==> src/rtl/irq_arbiter.sv <==
module irq_arbiter #(
  parameter int N_SRC = 8,
  parameter int PC_W  = 16,
  parameter int PSW_W = 8,
  localparam int VEC_W = (N_SRC > 1) ? $clog2(N_SRC) : 1
) (
  input  logic             clk,
  input  logic             rst_n,
  input  logic [N_SRC-1:0] req_set,
  input  logic             mask_wr,
  input  logic [N_SRC-1:0] mask_wdata,
  input  logic             prio_wr,
  input  logic [N_SRC-1:0] prio_wdata,
  input  logic             ie_set,
  input  logic             ie_clr,
  input  logic [PSW_W-1:0] psw_in,
  input  logic [PC_W-1:0]  pc_in,
  output logic             push_valid,
  output logic [1:0]       push_tag,
  output logic [PC_W-1:0]  push_data,
  input  logic             push_ready,
  output logic             ack,
  output logic [VEC_W-1:0] ack_vec,
  output logic             branch_valid,
  output logic [VEC_W-1:0] branch_vec,
  input  logic             reti,
  input  logic             reti_ie,
  input  logic             reti_isp,
  output logic             ie_o,
  output logic             isp_o,
  output logic [N_SRC-1:0] req_pend
);

  typedef enum logic [2:0] {S_IDLE, S_WAIT, S_PSW, S_PC, S_BR} st_t;

  st_t              state;
  logic [N_SRC-1:0] req_q, mask_q, prio_q;
  logic [VEC_W-1:0] vec_r;
  logic             prio_r, ie_q, isp_q;
  logic [N_SRC-1:0] elig_hi, elig_lo;
  logic             hi_any, lo_any;
  logic [VEC_W-1:0] hi_idx, lo_idx, win_idx;

  assign elig_hi = req_q & ~mask_q & ~prio_q;
  assign elig_lo = req_q & ~mask_q & prio_q & {N_SRC{isp_q}};

  always_comb begin
    hi_any = 1'b0;
    lo_any = 1'b0;
    hi_idx = '0;
    lo_idx = '0;
    for (int i = N_SRC - 1; i >= 0; i--) begin
      if (elig_hi[i]) begin
        hi_any = 1'b1;
        hi_idx = VEC_W'(i);
      end
      if (elig_lo[i]) begin
        lo_any = 1'b1;
        lo_idx = VEC_W'(i);
      end
    end
  end

  assign win_idx = hi_any ? hi_idx : lo_idx;
  assign ack = ie_q && ((state == S_IDLE && hi_any) ||
                        (state == S_WAIT && (hi_any || lo_any)));
  assign ack_vec = win_idx;

  assign push_valid   = (state == S_PSW) || (state == S_PC);
  assign push_tag     = (state == S_PC) ? 2'b10 : 2'b01;
  assign push_data    = (state == S_PC) ? pc_in : PC_W'(psw_in);
  assign branch_valid = (state == S_BR);
  assign branch_vec   = vec_r;
  assign ie_o         = ie_q;
  assign isp_o        = isp_q;
  assign req_pend     = req_q;

  always_ff @(posedge clk) begin
    if (!rst_n) begin
      state  <= S_IDLE;
      req_q  <= '0;
      mask_q <= '1;
      prio_q <= '1;
      ie_q   <= 1'b0;
      isp_q  <= 1'b1;
      vec_r  <= '0;
      prio_r <= 1'b1;
    end else begin
      if (ack) req_q <= (req_q & ~(N_SRC'(1) << win_idx)) | req_set;
      else     req_q <= req_q | req_set;
      if (mask_wr) mask_q <= mask_wdata;
      if (prio_wr) prio_q <= prio_wdata;

      if (state == S_PC && push_ready) begin
        ie_q  <= 1'b0;
        isp_q <= prio_r;
      end else if (reti) begin
        ie_q  <= reti_ie;
        isp_q <= reti_isp;
      end else if (ie_clr) begin
        ie_q <= 1'b0;
      end else if (ie_set) begin
        ie_q <= 1'b1;
      end

      if (ack) begin
        vec_r  <= win_idx;
        prio_r <= prio_q[win_idx];
      end

      unique case (state)
        S_IDLE: if (ack) state <= S_PSW;
                else if (ie_q && lo_any) state <= S_WAIT;
        S_WAIT: state <= ack ? S_PSW : S_IDLE;
        S_PSW:  if (push_ready) state <= S_PC;
        S_PC:   if (push_ready) state <= S_BR;
        S_BR:   state <= S_IDLE;
        default: state <= S_IDLE;
      endcase
    end
  end

endmodule

==> config.mk <==
export PLATFORM = sky130hd
export DESIGN_NAME = irq_arbiter
export DESIGN_NICKNAME = d
export VERILOG_FILES = /design/src/rtl/irq_arbiter.sv
export SDC_FILE = /design/constraint.sdc
export NUM_CORES = 1
export LEC_CHECK = 0
export BUFFER_PORTS_ARGS = -buffer_cell sky130_fd_sc_hd__clkbuf_2
export CAP_MARGIN = 10
export CORE_ASPECT_RATIO = 1.5
export CORE_MARGIN = 4
export CORE_UTILIZATION = 40
export DETAILED_ROUTE_END_ITERATION = 8
export MAX_ROUTING_LAYER = met4
export PLACE_DENSITY = 0.81
export SLEW_MARGIN = 20
export SYNTH_ARGS = -nofsm -noshare
export SYNTH_HDL_FRONTEND = slang
export SYNTH_SLANG_ARGS = --single-unit
export TNS_END_PERCENT = 30
==> constraint.sdc <==
create_clock -name clk -period 1.9 [get_ports clk]
set_clock_uncertainty 0.1 [all_clocks]
set_input_delay 0.19 -clock clk [delete_from_list [all_inputs] [get_ports clk]]
set_output_delay 0.19 -clock clk [all_outputs]
set_load 0.005 [all_outputs]
# Word-level counts from Yosys, hierarchy flattened

Cells that the tools add are included.

Flip-flop bits (word level): 33
Input bits: 58
Logic and storage cells: 90

Shift operators: 1
Reductions and logical operators: 13
Magnitude comparators: 1
Equal/unequal tests: 7
Mux-type cells: 49
Bitwise gates (word level): 11

Operator list:

| cell                  | number |
|---|---|
| $mux W3               | 21 |
| $and A8 B8 Y8         | 5 |
| $not A8 Y8            | 3 |
| $mux W1               | 22 |
| $mux W16              | 1 |
| $or A8 B8 Y8          | 2 |
| $pmux W3 S4           | 1 |
| $mux W8               | 1 |
| $shl A1 B3 Y8 const A | 1 |
| $eq A3 B2 Y1 const B  | 2 |
| $logic_and A1 B1 Y1   | 5 |
| $lt A3 B4 Y1 const B  | 1 |
| $mux W2               | 2 |
| $ne A2 B2 Y1 const B  | 2 |
| $bmux W1 S3           | 1 |
| $eq A3 B1 Y1 const B  | 1 |
| $eq A3 B3 Y1 const B  | 1 |
| $logic_not A3 Y1      | 1 |
| $logic_or A1 B1 Y1    | 3 |
| $ne A3 B2 Y1 const B  | 1 |
| $reduce_and A3 Y1     | 1 |
| $reduce_bool A3 Y1    | 1 |
| $reduce_bool A2 Y1    | 1 |
| $reduce_or A2 Y1      | 1 |
| $not A1 Y1            | 1 |

# Depth between registers and ports, before layout

Gate-level depths: netlist of run 1.

Word-level depth: 18
Depth in mapped cells: 9

# Least setup slack after synthesis of run 1

No wires, ideal clock.

Path kind: reg2reg
Start: register req_q[6] (netlist: req_pend[6])
End: register req_q[6] (netlist: req_pend[6])
Cell stages (with the launch flop): 9
Setup time: 0.132 ns
Required time: 1.668 ns
Slack: -0.062 ns
Arrival time: 1.730 ns
Path through: dfxtp_1 -> or3b_1 -> nor2b_4 -> and3_4 -> a21oi_2 -> buf_6 -> nand2_1 -> o31ai_1 -> a21oi_1

RTL lines:

| item                       | line   | text |
|---|---|---|
| from (decl)                | 37     | `logic [N_SRC-1:0] req_q, mask_q, prio_q;` |
| from (signal assigned)     | 89     | `if (ack) req_q <= (req_q & ~(N_SRC'(1) << win_idx)) \| req_set;` |
| from (signal assigned)     | 90     | `else req_q <= req_q \| req_set;` |
| $and A8 B8 Y8 *            | 44, 45 |  |
| $and A8 B8 Y8 (2 in a row) | 45     | `assign elig_lo = req_q & ~mask_q & prio_q & {N_SRC{isp_q}};` |
| $mux W1 (7 in a row)       | 57     | `if (elig_lo[i]) begin` |
| $logic_or A1 B1 Y1         | 66     | `(state == S_WAIT && (hi_any \|\| lo_any)));` |
| $logic_and A1 B1 Y1        | 66     |  |
| $logic_or A1 B1 Y1 *       | 65     | `assign ack = ie_q && ((state == S_IDLE && hi_any) \|\|` |
| $logic_and A1 B1 Y1 *      | 65     |  |
| named net ack              | 22     | `output logic ack,` |
| $mux W8 *                  | 89     |  |

Mark *: on every way through the listed nets, which the timed path passes. The rest lies on a longest branch.
A chain may end at the register's enable or synchronous reset.

# Worst setup path after layout of run 1

Start: register isp_q (netlist: isp_o)
End: output port ack_vec[1]

Word-level cells in the longest chain between the ends: 10

RTL lines:

| item                   | line | text |
|---|---|---|
| from (decl)            | 39   | `logic prio_r, ie_q, isp_q;` |
| from (signal assigned) | 96   | `isp_q <= prio_r;` |
| from (signal assigned) | 99   | `isp_q <= reti_isp;` |
| $and A8 B8 Y8 *        | 45   |  |
| $mux W3 (7 in a row)   | 57   |  |
| $mux W3 *              | 57   |  |
| $mux W3 *              | 64   | `assign win_idx = hi_any ? hi_idx : lo_idx;` |
| to (decl)              | 23   | `output logic [VEC_W-1:0] ack_vec,` |

Every way passes the cells marked *; elsewhere a longest branch is shown, timed or not.

==> reports/metrics.yaml, run 1 <==
critical_path:
  crit_top_cell: "sky130_fd_sc_hd__buf_4"
  critical_path.top_delay_family: "buffers and inverters"
  worst_reg_to_reg_setup_slack_ns: -0.22
  criticalPathCategory: "reg2out"
  cp_max_fo: 10
  worst_ep_required_time_ns: 1.61
  cp_capture_type: "output port"
  crit-reg2reg-launch: "req_pend[6]$_SDFF_PN0_"
  crit_chain: "buf_4 > nand4b_1 > buf_4 > o2111ai_4 > a211oi_2 > nand2b_4 > inv_6 > clkbuf_2"
  r2r_end: "state[0]$_SDFFE_PN0P_"
  max_stage_delay_ns: 0.38
  ff2ff_path_depth: 11
  critical_path.n_buffers_inverters: 4
  worst_setup_path_start_kind: "flop"
  critPathArrivalTime_ns: 1.89
  critical_path_cell_with_the_highest_stage_delay: "sky130_fd_sc_hd__dfxtp_4"
clocking:
  ctsHtreeMaxLevel: 2
  clock-root-buffer: "sky130_fd_sc_hd__clkbuf_8"
  clk_lat_worst_skew_ns: 0.29
  clock_buffers_created_by_tritoncts: 5
  cts_hold_buffers: 0
  worst_setup_hold_path_clk_slew_ns: 0.07
  clock_path_buffers: 2
  tritoncts: "done"
  cts_sinks: 33
outcome:
  outcome: "finished, violations left"
  violations: "negative setup slack"
route:
  antenna_left: 0
  drtPass1Iterations: 4
  via_count: 2236
  drtIter0Drc: 62
  post_drt_via_cell_ratio: 5.43
  avgRoutedWirePerCell_um: 15.4
  drt_wl_total_um: 6330
  remaining_drc_errors: 0
layout:
  fill_cells: 321
  layout.cells.most_common_list: "92 x sky130_fd_sc_hd__clkbuf_2, 49 x sky130_fd_sc_hd__nand2_1, 41 x sky130_fd_sc_hd__buf_4, 19 x sky130_fd_sc_hd__mux2i_1, 16 x sky130_fd_sc_hd__dfxtp_1"
  area.sequential_um2: 687
  layout_commonest_cell: "sky130_fd_sc_hd__clkbuf_2"
  multi_input_comb_area_um2: 1260
  post_route_utilization_pct: 72.1
  drive_gt1_share_pct: 58.2
  area.growth.synth_to_final_pct: 71.2
  num_antenna_cells: 0
  instances_no_fill: 412
  post-route-cell-area_um2: 3090
  fin_nets: 423
die:
  rows: 29
  core_area_um2: 4280
  floorplan.die.height_um: 90.3
  design.portCount: 95
  die_area_um2: 5670
  floorplan.initialDensity_pct: 42.1
  die_x_um: 62.8
placement:
  place.port_buffers: 94
  placed_cells: 388
  dpl_cell_area_um2: 2590
  detailed_place_hpwl_um: 4510
  globalplace.congestion: 0.903
synth:
  yosysWarnings: 0
  synth_edf_count: 0
  synth_adder_area_share_pct: 0
  synth.avg_cell_area_um2: 8.20
  syn_nets: 278
  synth.area.top_cells: "sky130_fd_sc_hd__dfxtp_1 37%, sky130_fd_sc_hd__nand2_1 11%, sky130_fd_sc_hd__mux2i_1 11%"
  yosys.area_share.simple_pct: 31.0
  yosys.area_share.xor_xnor_pct: 0
  dominantRegCellSynth: "sky130_fd_sc_hd__dfxtp_1"
  netlist-cell-type-count: 41
  synth_seq_area_share_pct: 36.6
  synthMuxAreaShare_pct: 10.5
  postSynthCellCount: 220
  synth_top_family_by_area: "simple AND/OR/NAND/NOR gates"
  netlist.area_leader.share_pct: 36.6
  async_flop_share_pct: 0
  synth_area_um2: 1800
  register_bit_count_reported_by_yosys: 33
  synth_compound_area_share_pct: 16.6
  synth_top_cell_by_area: "sky130_fd_sc_hd__dfxtp_1"
sta:
  setup_viol: 17
  fin_crit_sh_pct: 114
  final_hold_violation_count: 0
  period_minus_slack_ns: 2.18
  maxClockFrequency_mhz: 460
  grt_setup_unrepaired: "yes"
  final-max-slew-violation-count: 0
  post-route-worst-setup-slack_ns: -0.275
  worst-slew-pin-transition_ns: 0.484
  max_slew_margin_pct: 67.7
global_routing:
  grt_pass1_wl_um: 9740
  antenna_found_initial: 0
  first_global_vias: 2125
  globalRoute.totalOverflow: 0
  grt_start_max_net_pins: 21
  track_usage_pct: 21.5
power_and_ir_drop:
  irDropWorstVdd_mv: 0.574
  power-per-cell-area_nw_per_um2: 612
  leakage_power_of_the_design_uw: 0.00163
min_path:
  worstHoldPathCells: 3
  timing.hold.worst.class: "in2reg"
  hold-path-endpoint: "req_pend[1]$_SDFF_PN0_"
  hp-start: "req_set[1]"
flow_run:
  number_of_violations_of_the_max_capacitance_limit: 0
==> layer usage <==
layer | track usage [%] | vias up | share of wire, %
met5 | - | - | 0
met4 | 8.66 | 0 | 4.8
met3 | 5.11 | 23 | 6.6
met2 | 39.2 | 107 | 54
met1 | 21.9 | 1032 | 35
li1 | - | 1074 | -
==> sequential cells by signal, summed over array words and instances (netlist names) <==
name,count
branch_vec,3
prio_q,8
mask_q,8
state,3
isp_o,1
prio_r,1
ie_o,1
req_pend,8
==> cell usage after synthesis, types with 4 or more instances <==
cell / number
sky130_fd_sc_hd__nor3b_1: 8
sky130_fd_sc_hd__nand2_1: 52
sky130_fd_sc_hd__a21oi_1: 14
sky130_fd_sc_hd__mux2i_1: 19
sky130_fd_sc_hd__nand4b_1: 8
sky130_fd_sc_hd__and3_1: 8
sky130_fd_sc_hd__nor2_1: 11
sky130_fd_sc_hd__nand2b_1: 4
sky130_fd_sc_hd__clkbuf_1: 6
sky130_fd_sc_hd__dfxtp_1: 33
sky130_fd_sc_hd__inv_1: 10
sky130_fd_sc_hd__o31ai_1: 10
sky130_fd_sc_hd__o21ai_0: 4
==> logic make-up after synthesis <==
family / Yosys count
AO/OA/AOI/OAI: 42
multiplexers: 19
buffers and inverters: 22
AND/OR/NAND/NOR: 104
flip-flops: 33
==> power by group <==
group          internal, uW  leakage, uW  switching [uW]
combinational           283      0.00131             236
sequential              740     0.000272            51.9
clock                   327    0.0000542             253
==> timing repair <==
| action | in CTS | in global routing |
|---|---|---|
| setup buffers | 10 | 6 |
| setup endpoints to repair | 27 | 26 |
| gates resized for setup | 30 | 43 |
| pin swaps | 19 | 15 |
==> stage by stage <==
step | hold WS [ns] | total power [uW] | setup slack (ns) | setup TNS, ns
after floorplan | 0.212 | 1000 | -0.0111 | -0.0460
after global placement | 0.305 | 1200 | -0.202 | -2.27
after detailed placement | 0.309 | 1210 | -0.248 | -2.45
after CTS | 0.00980 | 1830 | -0.221 | -2.45
after global routing | 0.0214 | 1980 | -0.347 | -4.24
final | 0.0123 | 1890 | -0.275 | -2.70
==> area by class of cell <==
class | instances | share of cell area (%)
Timing Repair Buffer | 146 | 29.6
Inverter | 14 | 2.07
Multi-Input combinational cell | 165 | 40.9
Clock inverter | 1 | 0.162
Sequential cell | 33 | 22.2
Clock buffer | 7 | 3.12
Tap cell | 46 | 1.86
==> how the worst max path moves through the flow <==
stage,startpoint,to,slack [ns],cells after the start
6_report,isp_o$_SDFFE_PN1P_,ack_vec[1],-0.28,8
5_1_grt,req_pend[7]$_SDFF_PN0_,ack_vec[0],-0.35,7
4_1_cts,mask_q[6]$_SDFFE_PN1P_,ack,-0.22,7
3_5_place_dp,isp_o$_SDFFE_PN1P_,prio_r$_SDFFE_PN1N_,-0.25,7
3_3_place_gp,isp_o$_SDFFE_PN1P_,req_pend[1]$_SDFF_PN0_,-0.20,8
2_1_floorplan,isp_o$_SDFFE_PN1P_,prio_r$_SDFFE_PN1N_,-0.01,8
==> worst reg2reg max path: stages, from the launching register on <==
cell and delay (ns):
sky130_fd_sc_hd__dfxtp_2 0.34, sky130_fd_sc_hd__buf_6 0.12, sky130_fd_sc_hd__nand4b_1 0.12, sky130_fd_sc_hd__nand4_1 0.13, sky130_fd_sc_hd__buf_4 0.17, sky130_fd_sc_hd__o31ai_4 0.20, sky130_fd_sc_hd__a21oi_4 0.09, sky130_fd_sc_hd__buf_6 0.13
sky130_fd_sc_hd__buf_6 0.11, sky130_fd_sc_hd__nor4_4 0.16, sky130_fd_sc_hd__a21oi_1 0.10, sky130_fd_sc_hd__o221a_1 0.25
Note: power is estimated with default switching activity, not from simulation.
==> inputs of run 2 (changes only) <==
--- a/config.mk
+++ b/config.mk
@@ -13,6 +13,7 @@
 export DETAILED_ROUTE_END_ITERATION = 8
 export MAX_ROUTING_LAYER = met4
 export PLACE_DENSITY = 0.81
+export SKIP_CTS_REPAIR_TIMING = 1
 export SLEW_MARGIN = 20
 export SYNTH_ARGS = -nofsm -noshare
 export SYNTH_HDL_FRONTEND = slang
==> reports/metrics.yaml, run 2 (synthesis gave the netlist of run 1 again) <==
critical_path:
  critPathArrivalTime_ns: 1.92  # was 1.89 ns
  criticalPathCategory: "reg2out"  # unchanged
  worst_ep_required_time_ns: 1.61  # about the same
  crit-reg2reg-launch: "req_pend[7]$_SDFF_PN0_"  # was req_pend[6]$_SDFF_PN0_
  critical_path.top_delay_family: "simple AND/OR/NAND/NOR gates"  # was buffers and inverters
  max_stage_delay_ns: 0.36  # was 0.38 ns
  critical_path.n_buffers_inverters: 3  # was 4
  crit_chain: "nor3b_4 > buf_4 > nor2b_4 > o2111ai_4 > a211oi_2 > nand2b_4 > inv_6 > clkbuf_2"  # was buf_4 > nand4b_1 > buf_4 > o2111ai_4 > a211oi_2 > nand2b_4 > inv_6 > clkbuf_2
  critical_path_cell_with_the_highest_stage_delay: "sky130_fd_sc_hd__dfxtp_4"  # unchanged
  cp_max_fo: 6  # was 10
  worst_setup_path_start_kind: "flop"  # unchanged
  worstSetupStartpoint: "req_pend[7]$_SDFF_PN0_"  # was isp_o$_SDFFE_PN1P_
  cp_capture_type: "output port"  # unchanged
sta:
  maxClockFrequency_mhz: 453  # was 460 MHz
  fin_crit_sh_pct: 116  # was 114%
  setup_viol: 17  # unchanged
  period_minus_slack_ns: 2.21  # was 2.18 ns
  worst-slew-pin-transition_ns: 0.454  # was 0.484 ns
  grt_setup_unrepaired: "yes"  # unchanged
  final-max-slew-violation-count: 0  # unchanged
  max_slew_margin_pct: 69.7  # was 67.7%
  post-route-worst-setup-slack_ns: -0.306  # was -0.275 ns
  final_hold_violation_count: 0  # unchanged
power_and_ir_drop:
  switching_power_uw: 527  # was 541 uW
  comb_power_share_pct: 26.6  # was 27.5%
  power-per-cell-area_nw_per_um2: 620  # was 612 nW/um^2
  switching_share_pct: 28.2  # was 28.6%
  cell_internal_pwr_uw: 1340  # was 1350 uW
  sequentialPowerShare_pct: 42.3  # was 41.9%
  leakage_power_of_the_design_uw: 0.00160  # was 0.00163 uW
  power.clock.fraction_pct: 31.1  # was 30.7%
  total_power_uw: 1870  # was 1890 uW
  irDropWorstVdd_mv: 0.549  # was 0.574 mV
global_routing:
  grt_start_max_net_pins: 21  # unchanged
  first_global_vias: 2009  # was 2125
  globalRoute.totalOverflow: 0  # unchanged
  track_usage_pct: 20.5  # was 21.5%
  antenna_found_initial: 0  # unchanged
  grt_pass1_wl_um: 9250  # was 9740 um
placement:
  detailed_place_hpwl_um: 4510  # unchanged
  dpl_cell_area_um2: 2590  # unchanged
  place.port_buffers: 94  # unchanged
  globalplace.congestion: 0.903  # unchanged
die:
  floorplan.initialDensity_pct: 42.1  # unchanged
  die_x_um: 62.8  # unchanged
  core_area_um2: 4280  # unchanged
  rows: 29  # unchanged
  design.portCount: 95  # unchanged
  floorplan.die.height_um: 90.3  # unchanged
  die_area_um2: 5670  # unchanged
layout:
  layout_commonest_cell: "sky130_fd_sc_hd__clkbuf_2"  # unchanged
  num_antenna_cells: 0  # unchanged
  fin_nets: 420  # was 423
  post_route_utilization_pct: 70.5  # was 72.1%
  layout.cells.most_common_list: "92 x sky130_fd_sc_hd__clkbuf_2, 49 x sky130_fd_sc_hd__nand2_1, 43 x sky130_fd_sc_hd__buf_4, 22 x sky130_fd_sc_hd__dfxtp_1, 19 x sky130_fd_sc_hd__mux2i_1"  # was 92 x sky130_fd_sc_hd__clkbuf_2, 49 x sky130_fd_sc_hd__nand2_1, 41 x sky130_fd_sc_hd__buf_4, 19 x sky130_fd_sc_hd__mux2i_1, 16 x sky130_fd_sc_hd__dfxtp_1
  fill_cells: 333  # was 321
  area.growth.synth_to_final_pct: 67.3  # was 71.2%
  post-route-cell-area_um2: 3020  # was 3090 um^2
  drive_gt1_share_pct: 54.3  # was 58.2%
clocking:
  clk_lat_worst_skew_ns: 0.29  # about the same
  clock_buffers_created_by_tritoncts: 5  # unchanged
  worst_setup_hold_path_clk_slew_ns: 0.07  # about the same
  ctsHtreeMaxLevel: 2  # unchanged
  clock_path_buffers: 2  # unchanged
  cts_sinks: 33  # unchanged
  tritoncts: "done"  # unchanged
  clock-root-buffer: "sky130_fd_sc_hd__clkbuf_8"  # unchanged
route:
  via_count: 2174  # was 2236
  remaining_drc_errors: 0  # unchanged
  antenna_left: 0  # unchanged
  post_drt_via_cell_ratio: 5.32  # was 5.43
  drtIter0Drc: 50  # was 62
  avgRoutedWirePerCell_um: 14.8  # was 15.4 um
  drt_wl_total_um: 6030  # was 6330 um
  drtPass1Iterations: 4  # unchanged
min_path:
  timing.hold.worst.class: "in2reg"  # unchanged
  hp-start: "req_set[5]"  # was req_set[1]
flow_run:
  number_of_violations_of_the_max_capacitance_limit: 0  # unchanged
outcome:
  violations: "negative setup slack"  # unchanged
  outcome: "finished, violations left"  # unchanged
-- run 2: power groups by stage --
| stage | combinational [uW] | sequential, uW | clock [uW] |
|---|---|---|---|
| finish | 498 | 791 | 583 |
| global route | 547 | 797 | 615 |
| CTS | 413 | 779 | 591 |
| detailed placement | 411 | 795 | 0 |
| global placement | 402 | 793 | 0 |
| floorplan | 210 | 790 | 0 |
-- run 2: through the flow --
stage                     hold slack [ns]  setup TNS (ns)  setup WS, ns  instances
final                              0.0101           -3.15        -0.306        409
after global routing               0.0222           -4.86        -0.407        409
after CTS                          0.0162           -5.21        -0.461        396
after detailed placement            0.309           -2.45        -0.248        388
after global placement              0.305           -2.27        -0.202        388
after floorplan                     0.212         -0.0460       -0.0111        220
-- run 2: layer usage --
layer  wire length [um]  vias up  global-route usage [%]
li1                   -     1062                       -
met1               2220     1000                    21.2
met2               3260       99                    36.8
met3                407       13                    4.98
met4                151        0                    8.29
met5                  0        -                       -
-- run 2: worst paths after layout --
| check | end | slack [ns] | depth (start not counted) |
|---|---|---|---|
| worst min-delay path | req_pend[5]$_SDFF_PN0_ | 0.01 | 3 |
| worst max-delay path | ack_vec[1] | -0.31 | 8 |
| worst min register to register | branch_vec[2]$_SDFFE_PN0N_ | 0.39 | 2 |
| worst max register to register | req_pend[4]$_SDFF_PN0_ | -0.26 | 10 |
-- run 2: worst reg2reg max path, stage by stage (launching register included) --
cell and delay, ns:
sky130_fd_sc_hd__dfxtp_4 0.36, sky130_fd_sc_hd__nor3b_4 0.16, sky130_fd_sc_hd__buf_4 0.14, sky130_fd_sc_hd__nor2b_4 0.18, sky130_fd_sc_hd__o2111ai_4 0.15, sky130_fd_sc_hd__a211oi_2 0.28, sky130_fd_sc_hd__nand2b_4 0.22, sky130_fd_sc_hd__inv_6 0.05
sky130_fd_sc_hd__buf_4 0.13, sky130_fd_sc_hd__o31ai_4 0.19, sky130_fd_sc_hd__a21oi_1 0.08
-- run 2: cell type report --
type                            instances  area [um^2]  share of cell area, %
Sequential cell                        33          679                   22.5
Inverter                               14         66.3                   2.20
Multi-Input combinational cell        165         1230                   40.8
Tap cell                               46         57.6                   1.91
Clock buffer                            7         96.3                   3.19
Timing Repair Buffer                  143          882                   29.2
Clock inverter                          1         5.00                  0.166
==> inputs of run 3 (changes only) <==
--- a/config.mk
+++ b/config.mk
@@ -9,10 +9,10 @@
 export CAP_MARGIN = 10
 export CORE_ASPECT_RATIO = 1.5
 export CORE_MARGIN = 4
-export CORE_UTILIZATION = 40
+export CORE_UTILIZATION = 48
 export DETAILED_ROUTE_END_ITERATION = 8
 export MAX_ROUTING_LAYER = met4
-export PLACE_DENSITY = 0.81
+export PLACE_DENSITY = 0.9
 export SKIP_CTS_REPAIR_TIMING = 1
 export SLEW_MARGIN = 20
 export SYNTH_ARGS = -nofsm -noshare
==> constraint.sdc (replaced) <==
create_clock -name clk -period 2.61 [get_ports clk]
set_clock_uncertainty 0.1 [all_clocks]
set_input_delay 0.261 -clock clk [delete_from_list [all_inputs] [get_ports clk]]
set_output_delay 0.261 -clock clk [all_outputs]
set_load 0.005 [all_outputs]
==> reports/metrics.yaml, run 3 (synthesis gave the netlist of run 1 again) <==
outcome:
  outcome: "finished clean"  # was finished, violations left
route:
  drtIter0Drc: 73  # was 50
  antenna_left: 0  # unchanged
  avgRoutedWirePerCell_um: 14.1  # was 14.8 um
  remaining_drc_errors: 0  # unchanged
  post_drt_via_cell_ratio: 5.41  # was 5.32
  via_count: 1938  # was 2174
  drt_wl_total_um: 5050  # was 6030 um
  drtPass1Iterations: 4  # unchanged
die:
  design.portCount: 95  # unchanged
  floorplan.initialDensity_pct: 49.5  # was 42.1%
  core_area_um2: 3650  # was 4280 um^2
  die_x_um: 58.1  # was 62.8 um
  rows: 27  # was 29
  die_area_um2: 4820  # was 5670 um^2
  floorplan.die.height_um: 83.1  # was 90.3 um
min_path:
  hold-path-endpoint: "req_pend[1]$_SDFF_PN0_"  # was req_pend[5]$_SDFF_PN0_
  timing.hold.worst.class: "in2reg"  # unchanged
  worstHoldPathCells: 3  # unchanged
  hp-start: "req_set[1]"  # was req_set[5]
placement:
  place.port_buffers: 94  # unchanged
  detailed_place_hpwl_um: 4050  # was 4510 um
  placed_cells: 350  # was 388
  globalplace.congestion: 0.878  # was 0.903
global_routing:
  grt_start_max_net_pins: 22  # was 21
  globalRoute.totalOverflow: 0  # unchanged
  first_global_vias: 1884  # was 2009
  track_usage_pct: 21.9  # was 20.5%
  grt_pass1_wl_um: 8180  # was 9250 um
  antenna_found_initial: 0  # unchanged
sta:
  timing.setup.tns_ns: 0  # was -3.15 ns
  maxClockFrequency_mhz: 413
  grt_setup_unrepaired: "no"  # was yes
  setup_viol: 0  # was 17
  final_hold_violation_count: 0  # unchanged
  period_minus_slack_ns: 2.42
  worst_hold_slack_ns: 0.0883  # was 0.0101 ns
  final-max-slew-violation-count: 0  # unchanged
  fin_crit_sh_pct: 92.7
  worst-slew-pin-transition_ns: 0.509  # was 0.454 ns
  max_slew_margin_pct: 66.0  # was 69.7%
clocking:
  ctsHtreeMaxLevel: 2  # unchanged
  clock_path_buffers: 2  # unchanged
  worst_setup_hold_path_clk_slew_ns: 0.06  # was 0.07 ns
  cts_sinks: 33  # unchanged
  clock-root-buffer: "sky130_fd_sc_hd__clkbuf_8"  # unchanged
  clock_buffers_created_by_tritoncts: 5  # unchanged
  tritoncts: "done"  # unchanged
  clk_lat_worst_skew_ns: 0.28  # was 0.29 ns
critical_path:
  worst_ep_required_time_ns: 2.25  # was 1.61 ns
  cp_capture_type: "output port"  # unchanged
  crit-reg2reg-launch: "req_pend[5]$_SDFF_PN0_"  # was req_pend[7]$_SDFF_PN0_
  worst_setup_path_start_kind: "flop"  # unchanged
  crit_chain: "or3b_1 > nor2b_4 > o2111ai_1 > a211oi_1 > nand2b_2 > inv_2 > clkbuf_2"  # was nor3b_4 > buf_4 > nor2b_4 > o2111ai_4 > a211oi_2 > nand2b_4 > inv_6 > clkbuf_2
  critical_path.n_buffers_inverters: 2  # was 3
  critical_path.top_delay_family: "simple AND/OR/NAND/NOR gates"  # unchanged
  criticalPathCategory: "reg2out"  # unchanged
  critPathArrivalTime_ns: 2.06  # was 1.92 ns
  ff2ff_path_depth: 8  # was 10
  max_stage_delay_ns: 0.43  # was 0.36 ns
  cp_max_fo: 6  # unchanged
  r2r_end: "req_pend[0]$_SDFF_PN0_"  # was req_pend[4]$_SDFF_PN0_
  critical_path_cell_with_the_highest_stage_delay: "sky130_fd_sc_hd__dfxtp_1"  # was sky130_fd_sc_hd__dfxtp_4
  worst_reg_to_reg_setup_slack_ns: 0.41  # was -0.26 ns
power_and_ir_drop:
  cell_internal_pwr_uw: 891  # was 1340 uW
  leakage_power_of_the_design_uw: 0.00127  # was 0.00160 uW
  switching_share_pct: 27.2  # was 28.2%
  power-per-cell-area_nw_per_um2: 510  # was 620 nW/um^2
  sequentialPowerShare_pct: 47.6  # was 42.3%
  switching_power_uw: 333  # was 527 uW
  irDropWorstVdd_mv: 0.380  # was 0.549 mV
  comb_power_share_pct: 18.3  # was 26.6%
  power.clock.fraction_pct: 34.1  # was 31.1%
  total_power_uw: 1220  # was 1870 uW
layout:
  layout.cells.most_common_list: "94 x sky130_fd_sc_hd__clkbuf_2, 51 x sky130_fd_sc_hd__nand2_1, 32 x sky130_fd_sc_hd__dfxtp_1, 19 x sky130_fd_sc_hd__mux2i_1, 14 x sky130_fd_sc_hd__a21oi_1"  # was 92 x sky130_fd_sc_hd__clkbuf_2, 49 x sky130_fd_sc_hd__nand2_1, 43 x sky130_fd_sc_hd__buf_4, 22 x sky130_fd_sc_hd__dfxtp_1, 19 x sky130_fd_sc_hd__mux2i_1
  drive_gt1_share_pct: 37.1  # was 54.3%
  num_antenna_cells: 0  # unchanged
  area.growth.synth_to_final_pct: 33.1  # was 67.3%
  fin_nets: 372  # was 420
  fill_cells: 353  # was 333
  instances_no_fill: 358  # was 409
  layout_commonest_cell: "sky130_fd_sc_hd__clkbuf_2"  # unchanged
flow_run:
  number_of_violations_of_the_max_capacitance_limit: 0  # unchanged
-- run 3: cell types whose count changed in the layout (fill, tap and decap cells not counted), moves of 3 or more --
cell,change
sky130_fd_sc_hd__buf_4,-42
sky130_fd_sc_hd__nor3b_2,-4
sky130_fd_sc_hd__nor3b_4,-3
sky130_fd_sc_hd__nor3b_1,+7
sky130_fd_sc_hd__dfxtp_2,-8
sky130_fd_sc_hd__buf_6,-7
sky130_fd_sc_hd__dfxtp_1,+10
sky130_fd_sc_hd__a21oi_1,+3
-- run 3: layer usage --
layer,GRT usage [%],up-vias,routed length [um]
li1,-,967,-
met1,21.4,858,1860
met2,38.9,102,2640
met3,4.82,11,421
met4,11.0,0,129
met5,-,-,0
-- run 3: how the worst max path moves through the flow --
| stage | start | to | cells after the start |
|---|---|---|---|
| finish | req_pend[6]$_SDFF_PN0_ | ack_vec[1] | 7 |
| global route | req_pend[5]$_SDFF_PN0_ | ack_vec[1] | 7 |
| CTS | isp_o$_SDFFE_PN1P_ | ack_vec[1] | 7 |
| detailed placement | isp_o$_SDFFE_PN1P_ | req_pend[0]$_SDFF_PN0_ | 8 |
| global placement | req_pend[1]$_SDFF_PN0_ | state[0]$_SDFFE_PN0P_ | 8 |
| floorplan | req_pend[6]$_SDFF_PN0_ | req_pend[6]$_SDFF_PN0_ | 8 |
-- run 3: worst min-delay path, cell delays in order --
cell and delay, ns:
sky130_fd_sc_hd__clkbuf_2 0.08, sky130_fd_sc_hd__inv_1 0.04, sky130_fd_sc_hd__a21oi_1 0.05
-- run 3: power groups by stage --
stage	combinational [uW]	sequential, uW	clock (uW)
6_report	224	583	417
5_1_grt	250	590	446
4_1_cts	225	581	422
3_5_place_dp	223	592	0
3_3_place_gp	218	592	0
2_1_floorplan	145	572	0
-- run 3: area by class of cell --
class | instances | area [um^2] | share of cell area, %
Multi-Input combinational cell | 165 | 1050 | 43.9
Sequential cell | 33 | 662 | 27.6
Timing Repair Buffer | 95 | 478 | 19.9
Clock buffer | 7 | 96.3 | 4.01
Tap cell | 43 | 53.8 | 2.24
Inverter | 14 | 52.6 | 2.19
Clock inverter | 1 | 5.00 | 0.208
-- run 3: stage by stage --
stage               instance area [um^2]  setup WS, ns  util (%)
floorplan                           1800         0.648         -
global placement                    2290         0.465      62.9
detailed placement                  2290         0.400      62.9
CTS                                 2400        0.0908      65.7
global route                        2400        0.0331      65.8
finish                              2400         0.190      65.8
